File: src/rtl/spi_fifo_pkg.sv
package spi_fifo_pkg;
  // Strobes from control to datapath, one set per clock
  typedef struct packed {
    logic txPush;
    logic txPop;
    logic txClr;
    logic rxPush;
    logic rxPop;
    logic rxClr;
  } ctlStrobes_t;
endpackage

File: src/rtl/spi_fifo_ram.sv
module spi_fifo_ram #(
  parameter int WIDTH = 8,
  parameter int DEPTH = 16
) (
  input  logic             clk,
  input  logic             rstN,
  input  logic             clr,
  input  logic             push,
  input  logic             pop,
  input  logic [WIDTH-1:0] wrData,
  output logic [WIDTH-1:0] headData
);
  localparam int PTR_W = $clog2(DEPTH);
  localparam logic [PTR_W-1:0] LAST = PTR_W'(DEPTH - 1);

  logic [WIDTH-1:0] store [DEPTH];
  logic [PTR_W-1:0] wrPtr, rdPtr;

  function automatic logic [PTR_W-1:0] nextPtr(input logic [PTR_W-1:0] p);
    return (p == LAST) ? '0 : p + 1'b1;
  endfunction

  always_ff @(posedge clk or negedge rstN) begin
    if (!rstN) begin
      wrPtr <= '0;
      rdPtr <= '0;
    end else if (clr) begin
      wrPtr <= '0;
      rdPtr <= '0;
    end else begin
      if (push) wrPtr <= nextPtr(wrPtr);
      if (pop)  rdPtr <= nextPtr(rdPtr);
    end
  end

  always_ff @(posedge clk) begin
    if (push && !clr) store[wrPtr] <= wrData;
  end

  assign headData = store[rdPtr];
endmodule

File: src/rtl/spi_fifo_datapath.sv
module spi_fifo_datapath
  import spi_fifo_pkg::*;
#(
  parameter int WIDTH = 8,
  parameter int DEPTH = 16
) (
  input  logic             clk,
  input  logic             rstN,
  input  ctlStrobes_t      stb,
  input  logic [WIDTH-1:0] hostWrData,
  input  logic [WIDTH-1:0] engRxData,
  output logic [WIDTH-1:0] engTxData,
  output logic [WIDTH-1:0] hostRdData
);
  logic [WIDTH-1:0] rxHead;

  spi_fifo_ram #(.WIDTH(WIDTH), .DEPTH(DEPTH)) txRam (
    .clk(clk), .rstN(rstN), .clr(stb.txClr), .push(stb.txPush),
    .pop(stb.txPop), .wrData(hostWrData), .headData(engTxData)
  );

  spi_fifo_ram #(.WIDTH(WIDTH), .DEPTH(DEPTH)) rxRam (
    .clk(clk), .rstN(rstN), .clr(stb.rxClr), .push(stb.rxPush),
    .pop(stb.rxPop), .wrData(engRxData), .headData(rxHead)
  );

  // Read data is registered so that it lines up with the acknowledge
  always_ff @(posedge clk or negedge rstN) begin
    if (!rstN)          hostRdData <= '0;
    else if (stb.rxPop) hostRdData <= rxHead;
  end
endmodule

File: src/rtl/spi_fifo_ctrl.sv
module spi_fifo_ctrl
  import spi_fifo_pkg::*;
#(
  parameter int DEPTH = 16
) (
  input  logic                     clk,
  input  logic                     rstN,
  input  logic                     txClear,
  input  logic                     rxClear,
  input  logic                     hostWrEn,
  input  logic                     hostRdEn,
  input  logic                     engTxReq,
  input  logic                     engXferDone,
  output ctlStrobes_t              stb,
  output logic                     hostWrAck,
  output logic                     hostWrErr,
  output logic                     hostRdAck,
  output logic                     hostRdErr,
  output logic                     engTxValid,
  output logic [$clog2(DEPTH)-1:0] txCountM1,
  output logic                     txEmpty,
  output logic [$clog2(DEPTH)-1:0] rxCountM1,
  output logic                     rxEmpty,
  output logic                     irqTxEmpty,
  output logic                     irqTxHalf,
  output logic                     irqTxUnderrun,
  output logic                     irqRxFull,
  output logic                     irqRxOverflow
);
  localparam int PTR_W = $clog2(DEPTH);
  localparam int CNT_W = $clog2(DEPTH + 1);
  localparam logic [CNT_W-1:0] FULL_CNT = CNT_W'(DEPTH);
  localparam logic [CNT_W-1:0] HALF_HI  = CNT_W'(DEPTH / 2 + 1);

  logic [CNT_W-1:0] txCount, rxCount, txCountNxt, rxCountNxt;
  logic txFull, rxFull, txNone, rxNone;
  logic wrOk, popOk, rdOk, pushOk;

  assign txFull = (txCount == FULL_CNT);
  assign rxFull = (rxCount == FULL_CNT);
  assign txNone = (txCount == '0);
  assign rxNone = (rxCount == '0);

  // Acceptance uses the occupancy at the start of the cycle
  assign wrOk   = hostWrEn && !txFull;
  assign popOk  = engXferDone && !txNone;
  assign rdOk   = hostRdEn && !rxNone;
  assign pushOk = engXferDone && !rxFull;

  always_comb begin
    stb        = '0;
    stb.txClr  = txClear;
    stb.rxClr  = rxClear;
    stb.txPush = wrOk && !txClear;
    stb.txPop  = popOk && !txClear;
    stb.rxPush = pushOk && !rxClear;
    stb.rxPop  = rdOk;
  end

  always_comb begin
    if (txClear) txCountNxt = '0;
    else         txCountNxt = txCount + CNT_W'(wrOk) - CNT_W'(popOk);
    if (rxClear) rxCountNxt = '0;
    else         rxCountNxt = rxCount + CNT_W'(pushOk) - CNT_W'(rdOk);
  end

  always_ff @(posedge clk or negedge rstN) begin
    if (!rstN) begin
      txCount       <= '0;
      rxCount       <= '0;
      hostWrAck     <= 1'b0;
      hostWrErr     <= 1'b0;
      hostRdAck     <= 1'b0;
      hostRdErr     <= 1'b0;
      irqTxEmpty    <= 1'b0;
      irqTxHalf     <= 1'b0;
      irqTxUnderrun <= 1'b0;
      irqRxFull     <= 1'b0;
      irqRxOverflow <= 1'b0;
    end else begin
      txCount       <= txCountNxt;
      rxCount       <= rxCountNxt;
      hostWrAck     <= hostWrEn;
      hostWrErr     <= hostWrEn && txFull;
      hostRdAck     <= hostRdEn;
      hostRdErr     <= hostRdEn && rxNone;
      irqTxEmpty    <= !txClear && popOk && !wrOk && (txCount == CNT_W'(1));
      irqTxHalf     <= !txClear && popOk && !wrOk && (txCount == HALF_HI);
      irqTxUnderrun <= engTxReq && txNone;
      irqRxFull     <= !rxClear && pushOk && !rdOk && (rxCount == FULL_CNT - 1'b1);
      irqRxOverflow <= engXferDone && rxFull;
    end
  end

  assign txEmpty    = txNone;
  assign rxEmpty    = rxNone;
  assign engTxValid = !txNone;
  assign txCountM1  = txNone ? '0 : PTR_W'(txCount - 1'b1);
  assign rxCountM1  = rxNone ? '0 : PTR_W'(rxCount - 1'b1);

  // Occupancy never exceeds the depth
  assert_tx_bound_R2: assert property (@(posedge clk) disable iff (!rstN)
    txCount <= FULL_CNT);
  assert_rx_bound_R5: assert property (@(posedge clk) disable iff (!rstN)
    rxCount <= FULL_CNT);
  // A request without completion never frees a word
  assert_abort_keeps_R4: assert property (@(posedge clk) disable iff (!rstN)
    (!engXferDone && !hostWrEn && !txClear) |=> $stable(txCount));
  // Overflowing completion leaves the queue full
  assert_overflow_full_R7: assert property (@(posedge clk) disable iff (!rstN)
    (engXferDone && rxFull && !hostRdEn && !rxClear) |=> rxFull);
  assert_empty_irq_R9: assert property (@(posedge clk) disable iff (!rstN)
    irqTxEmpty |-> txNone);
  assert_half_irq_R10: assert property (@(posedge clk) disable iff (!rstN)
    irqTxHalf |-> (txCount == HALF_HI - 1'b1));
  assert_full_irq_R8: assert property (@(posedge clk) disable iff (!rstN)
    irqRxFull |-> rxFull);
  assert_clear_tx_R13: assert property (@(posedge clk) disable iff (!rstN)
    txClear |=> txNone);
  assert_wr_full_R14: assert property (@(posedge clk) disable iff (!rstN)
    (hostWrEn && txFull && engXferDone && !txClear) |=> (txCount == FULL_CNT - 1'b1));
endmodule

File: src/rtl/spi_fifo_pair.sv
module spi_fifo_pair
  import spi_fifo_pkg::*;
#(
  parameter int WIDTH = 8,
  parameter int DEPTH = 16
) (
  input  logic                     clk,
  input  logic                     rstN,
  input  logic                     txClear,
  input  logic                     rxClear,
  input  logic                     hostWrEn,
  input  logic [WIDTH-1:0]         hostWrData,
  output logic                     hostWrAck,
  output logic                     hostWrErr,
  input  logic                     hostRdEn,
  output logic [WIDTH-1:0]         hostRdData,
  output logic                     hostRdAck,
  output logic                     hostRdErr,
  input  logic                     engTxReq,
  output logic                     engTxValid,
  output logic [WIDTH-1:0]         engTxData,
  input  logic                     engXferDone,
  input  logic [WIDTH-1:0]         engRxData,
  output logic [$clog2(DEPTH)-1:0] txCountM1,
  output logic                     txEmpty,
  output logic [$clog2(DEPTH)-1:0] rxCountM1,
  output logic                     rxEmpty,
  output logic                     irqTxEmpty,
  output logic                     irqTxHalf,
  output logic                     irqTxUnderrun,
  output logic                     irqRxFull,
  output logic                     irqRxOverflow
);
  ctlStrobes_t stb;

  spi_fifo_ctrl #(.DEPTH(DEPTH)) ctrl (
    .clk(clk), .rstN(rstN), .txClear(txClear), .rxClear(rxClear),
    .hostWrEn(hostWrEn), .hostRdEn(hostRdEn), .engTxReq(engTxReq),
    .engXferDone(engXferDone), .stb(stb),
    .hostWrAck(hostWrAck), .hostWrErr(hostWrErr),
    .hostRdAck(hostRdAck), .hostRdErr(hostRdErr),
    .engTxValid(engTxValid),
    .txCountM1(txCountM1), .txEmpty(txEmpty),
    .rxCountM1(rxCountM1), .rxEmpty(rxEmpty),
    .irqTxEmpty(irqTxEmpty), .irqTxHalf(irqTxHalf),
    .irqTxUnderrun(irqTxUnderrun), .irqRxFull(irqRxFull),
    .irqRxOverflow(irqRxOverflow)
  );

  spi_fifo_datapath #(.WIDTH(WIDTH), .DEPTH(DEPTH)) dpath (
    .clk(clk), .rstN(rstN), .stb(stb), .hostWrData(hostWrData),
    .engRxData(engRxData), .engTxData(engTxData), .hostRdData(hostRdData)
  );
endmodule

File: config.mk
export PLATFORM = sky130hd
export DESIGN_NAME = spi_fifo_pair
export DESIGN_NICKNAME = d
export VERILOG_FILES = /design/src/rtl/spi_fifo_pkg.sv /design/src/rtl/spi_fifo_ram.sv /design/src/rtl/spi_fifo_datapath.sv /design/src/rtl/spi_fifo_ctrl.sv /design/src/rtl/spi_fifo_pair.sv
export SDC_FILE = /design/constraint.sdc
export NUM_CORES = 1
export LEC_CHECK = 0
export BUFFER_PORTS_ARGS = -buffer_cell sky130_fd_sc_hd__buf_2
export CORE_MARGIN = 2
export CORE_UTILIZATION = 45
export CTS_BUF_LIST = sky130_fd_sc_hd__clkbuf_4
export DETAILED_ROUTE_END_ITERATION = 8
export SLEW_MARGIN = 25
export SYNTH_ARGS = -nofsm -noshare
export SYNTH_HDL_FRONTEND = slang
export SYNTH_HIERARCHICAL = 1
export SYNTH_SLANG_ARGS = --single-unit
File: constraint.sdc
create_clock -name clk -period 4.8 [get_ports clk]
set_input_delay 0.24 -clock clk [delete_from_list [all_inputs] [get_ports clk]]
set_output_delay 0.24 -clock clk [all_outputs]
set_load 0.02 [all_outputs]
# == Yosys cells after proc, flatten, opt, wreduce, memory -nomap -nowiden ==
# Memories as Yosys holds them, arrays and structs flattened. A register that Yosys moved wholly into a read port is not among the register bits.
# Index checks and enable logic that the tools add are counted.
# totals
ff_bits,35
n_memories,2
wordCells,89
ramBits,256
output_inout_bits,36
# memory_table
name,words,width,read_ports,rd_ports_with_merged_regs,wr,line,text
dpath.rxRam.store,16,8,1,1,1,spi_fifo_ram.sv:16,logic [WIDTH-1:0] store [DEPTH];
dpath.txRam.store,16,8,1,0,1,spi_fifo_ram.sv:16,
# classes
n_addsub,10
n_eq_ne,9
n_reduce_logical,33
muxes,20
# op_table
op,count
4-bit 2-to-1 mux,14
1-bit logical AND,18
4-bit by 1-bit adder with 4-bit output (second input constant),4
4-bit equality test (second input constant),4
5-bit by 1-bit adder with 5-bit output,2
5-bit by 4-bit equality test with 1-bit output (second input constant),2
5-bit equality test (second input constant),2
5-bit zero test,2
5-bit 2-to-1 mux,2
5-bit by 1-bit subtractor with 5-bit output,2
1-bit zero test,9
2-bit nonzero test,4
4-bit by 1-bit subtractor with 4-bit output (second input constant),2
5-bit by 1-bit equality test with 1-bit output (second input constant),1
1-bit 2-to-1 mux,4

# == Longest topological paths before layout ==
# depth
ltp_word,7
ltp_mapped,13
depth_no_buf,13

# == Cells and area by module ==
# The synthesis kept the hierarchy.
# by_module_without_submodules
mod,cells_each,n_inst,seq_area_each_um2,area_each_um2
spi_fifo_ram at dpath.rxRam,304,1,4043.9,5465.2
spi_fifo_ram at dpath.txRam,292,1,4043.9,5465.2
spi_fifo_ctrl,134,1,475.5,1298.7
spi_fifo_datapath,17,1,200.2,331.6

# == Least setup slack after synthesis ==
# No wires, ideal clock.
# synth_timing
path_kind,register to register
startpoint,register ctrl.txCount[1]
endpoint,register ctrl.txCount[4]
arrival_time_ns,2.604
slack_ns,2.118
required_time_ns,4.722
path_stages_with_launch,14
setup_time_ns,0.078
synth_period_minus_slack_ns,2.682
cell_sequence,dfrtp_1 -> inv_1 -> ha_1 -> nand2_1 -> nor2_2 -> nor2_1 -> ha_1 -> inv_1 -> ha_1 -> inv_1 -> fa_1 -> nor3_1 -> or4_1 -> a21oi_1
# synth_between
word_cells_on_any_way,9
cone_classes,add/sub (2); eq/ne (1); mux (1); reduce/logical (5)
# synth_rtl
item,line,text
from (decl),spi_fifo_ctrl.sv:35,"logic [CNT_W-1:0] txCount, rxCount, txCountNxt, rxCountNxt;"
from (signal assigned),spi_fifo_ctrl.sv:81,txCount <= txCountNxt;
5-bit zero test,spi_fifo_ctrl.sv:41,assign txNone = (txCount == '0);
net txEmpty,spi_fifo_pair.sv:25,"output logic txEmpty,"
1-bit zero test,spi_fifo_ctrl.sv:46,assign popOk = engXferDone && !txNone;
1-bit logical AND,spi_fifo_ctrl.sv:46,
5-bit by 1-bit subtractor with 5-bit output,spi_fifo_ctrl.sv:62,else txCountNxt = txCount + CNT_W'(wrOk) - CNT_W'(popOk);
5-bit 2-to-1 mux,spi_fifo_ctrl.sv:61,if (txClear) txCountNxt = '0;
net ctrl.txCountNxt[4],spi_fifo_ctrl.sv:35,
# The timed path passes the listed nets, and every way through them passes these cells.
# A chain may end at the register's enable or synchronous reset.

# == Final worst setup path ==
# layout_timing
startpoint,register dpath.txRam.rdPtr[1]
endpoint,output engTxData[4]
# layout_between
elab_chain_cells,1
# layout_rtl
item,line,text
from (decl),spi_fifo_ram.sv:17,"logic [PTR_W-1:0] wrPtr, rdPtr;"
from (signal assigned),spi_fifo_ram.sv:32,if (pop) rdPtr <= nextPtr(rdPtr);
memory 16 x 8 bit,-,
to (decl),spi_fifo_pair.sv:21,"output logic [WIDTH-1:0] engTxData,"
# Every way passes these cells.

==> flow_metrics.env <==
export IMPL_outcome="complete, no violations"
export IMPL_cp_num_buf_inv=2
export IMPL_ys_ff_latch=299
export IMPL_ys_top_cells_by_area="edfxtp_1 (61%), dfrtp_1 (8.6%), mux4_2 (7.2%), mux2i_1 (4.8%), ha_1 (3.3%)"
export IMPL_ys_flop_type="edfxtp_1"
export IMPL_max_freq_ghz=0.320
export IMPL_cts_root_buffer="clkbuf_4"
export IMPL_final_cell_area_mm2=0.0144
export IMPL_vdd_drop_max_uv=214
export IMPL_track_usage_pct=18.7
export IMPL_drv_slew=0
export IMPL_rsz0062_at_grt="no"
export IMPL_slowest_stage="dfrtp_2"
export IMPL_drive_gt1_share_pct=26.5
export IMPL_die_h_um=171
export IMPL_crit_path_max_fanout=24
export IMPL_fin_crit_ns=3.13
export IMPL_htreeDepth=3
export IMPL_seq_area_mm2=0.00877
export IMPL_yosysSeqAreaShare_pct=69.8
export IMPL_cts_resized=0
export IMPL_finalClockSkew_ns=0.0631
export IMPL_vias=6983
export IMPL_tns_ns=0
export IMPL_rows=61
export IMPL_clkSlewWorstSetupHoldPaths_ns=0.06
export IMPL_p_leak_nw=4.99
export IMPL_worstPathRequired_ns=4.56
export IMPL_holdWs_ns=0.0932
export IMPL_clock_sinks=299
export IMPL_pin_count=60
export IMPL_crit_path_end_kind="output pin"
export IMPL_cts_setup_buffers=0
export IMPL_cts_made_buffers=77
export IMPL_post_dp_cell_area_mm2=0.0131
export IMPL_grt_pass1_wl_um=40700
export IMPL_syn2layout_area_growth_pct=14.4
export IMPL_dp_hpwl_um=17500
export IMPL_gp_congestion=0.822
export IMPL_avgSynthCellArea_um2=16.8
export IMPL_synth_common_cells="edfxtp_1 (256), mux2i_1 (60), nor2_1 (52)"
export IMPL_antenna_found_initial=1
export IMPL_dr_pass1_iters=5
export IMPL_crit_family="flip-flops"
export IMPL_io_buffers=59
export IMPL_wl_per_cell_um=20.4
export IMPL_multi_input_area_mm2=0.00350
export IMPL_max_cap_violations=0
export IMPL_min_period_over_period_pct=65.2
export IMPL_grt_max_degree=44
export IMPL_cts_tree="yes"
export IMPL_drcViolationCount=0
export IMPL_die_area_mm2=0.0293
export IMPL_fillers=2352
export IMPL_drt_wl_total_um=26700
export IMPL_max_slew_margin_rel_pct=32.6
export IMPL_yosysMostFrequentCell="edfxtp_1"
export IMPL_synth_edf_count=256
export IMPL_cts_buffer_depth=3
export IMPL_ys_async_sr_fraction_pct=14.4
export IMPL_hp_class="in -> reg"
export IMPL_nNetsFinal=933
export IMPL_synth_area_mm2=0.0126
export IMPL_post_route_util_pct=52.0
export IMPL_startpoint_type="flip-flop"
export IMPL_pwr_density_cell_mw_per_mm2=450
export IMPL_tightest_slew_ns=1.01
export IMPL_insertion_delay_ns=0.68
export IMPL_synth_top_cell_by_area="edfxtp_1"
export IMPL_grt_overflow_total=0
export IMPL_drtAntennaViolNets=0
export IMPL_grt_pass1_vias=7202
export IMPL_critPathKind="reg -> out"
export IMPL_syn_instance_count=747
export IMPL_yosys_warnings=6
export IMPL_drt_iter0_drc=585
export IMPL_cp_cell_sequence="buf_4, mux2i_1, a22oi_1, a32oi_1, o21ai_1, buf_2"
export IMPL_setup_viol=0
export IMPL_cp_arrival_ns=2.89
export IMPL_synth_top_area_share_pct=61.2
export IMPL_hold_violations=0
export IMPL_start_util_pct=45.5
export IMPL_viasPerCell=5.33
export IMPL_synth_fp_nets=806
export IMPL_core_mm2=0.0276
export IMPL_synth_cell_types=46
export IMPL_die_w_um=171
export IMPL_max_stage_delay_ns=0.65
==> logic make-up after synthesis <==
kind of cell	count (synthesis)	share of synthesized area, %
AOI/OAI and AO/OA	84	4.58
DFF	299	69.8
and+or+nand+nor	140	5.18
adders and majority gates	35	3.61
xor gates and xnor gates	11	0.767
muxes	112	13.3
buffers and inverters	66	2.83
==> worst register-to-register path, delay by kind of cell, from the launching register on <==
family / cells / cell delay, ns
flip-flops: 1 / 0.42
AND/OR/NAND/NOR: 6 / 1.84
buffers and inverters: 1 / 0.14
adder cells (fa/ha/maj): 1 / 0.22
==> flip-flops by register name, summed over array words and instances (netlist names), 4 cells and up <==
signal / flops
dpath/txRam/rdPtr: 4
dpath/rxRam/store: 128
dpath/txRam/wrPtr: 4
dpath/rxRam/rdPtr: 4
dpath/rxRam/wrPtr: 4
ctrl/rxCount: 5
ctrl/txCount: 5
dpath/hostRdData: 8
dpath/txRam/store: 128
==> per-layer routing <==
metal,global-route usage [%],vias to the layer above,wire length (um)
met3,4.97,37,1770
met4,5.60,0,398
met2,31.6,232,13300
met1,23.7,3508,11200
li1,-,3206,-
met5,0,-,0
==> area by class of cell <==
cell class	count	area share, %
antenna	2	0.0348
clock buffer	107	5.59
clock inverter	29	1.11
inverter	27	0.705
multi-input combinational	382	24.4
sequential	299	61.0
tap	378	3.29
timing repair buffer	87	3.92
==> per-stage QoR <==
stage / setup WS [ns] / instances / total power, mW
CTS: 1.42 / 1309 / 6.57
global placement: 1.72 / 1151 / 4.41
global route: 1.37 / 1311 / 6.86
finish: 1.67 / 1311 / 6.47
floorplan: 2.12 / 747 / 4.08
detailed placement: 1.43 / 1151 / 4.44
==> layout by cell type (no fill, tap or decap), types with 10 or more instances in the layout <==
master and count:
clkinv_1 22, a22oi_1 16, dfrtp_1 41, o21ai_1 10, dlygate4sd3_1 22, nand2_1 31
edfxtp_1 256, mux4_2 40, clkbuf_4 107, o21ai_0 10, nor2_1 52, inv_1 27
mux2i_1 60, ha_1 33, a221oi_1 16, a21oi_1 15, nor3_2 11, buf_2 58
==> path summary, 6_finish.rpt <==
kind	cells past startpoint	end	slack, ns	start
worst max-delay path	6	engTxData[4]	1.67	dpath/txRam/rdPtr[1]$_DFFE_PN0P_
worst min-delay path	2	dpath/txRam/rdPtr[1]$_DFFE_PN0P_	0.09	txClear
worst max register to register	8	dpath/rxRam/store[5][0]$_DFFE_PP_	1.79	ctrl/rxCount[1]$_DFF_PN0_
worst min register to register	1	dpath/hostRdData[5]$_DFFE_PN0P_	0.52	dpath/hostRdData[5]$_DFFE_PN0P_
max in group asynchronous	2	dpath/rxRam/rdPtr[0]$_DFFE_PN0P_	4.24	rstN
min in group asynchronous	2	dpath/hostRdData[0]$_DFFE_PN0P_	0.11	rstN
==> report_power, final <==
| group | internal, mW | leakage, nW | switching (mW) | total [mW] |
|---|---|---|---|---|
| sequential | 2.92 | 2.86 | 0.146 | 3.07 |
| combinational | 0.602 | 1.57 | 0.723 | 1.32 |
| clock | 1.09 | 0.558 | 0.990 | 2.08 |
==> repair_timing <==
item | 4_1_cts | 5_1_grt
hold buffers | 22 | 0
endpoints found under the setup margin | 0 | 0
hold endpoints to repair | 309 | 0
No activity file was read; power rests on OpenSTA's default activity.
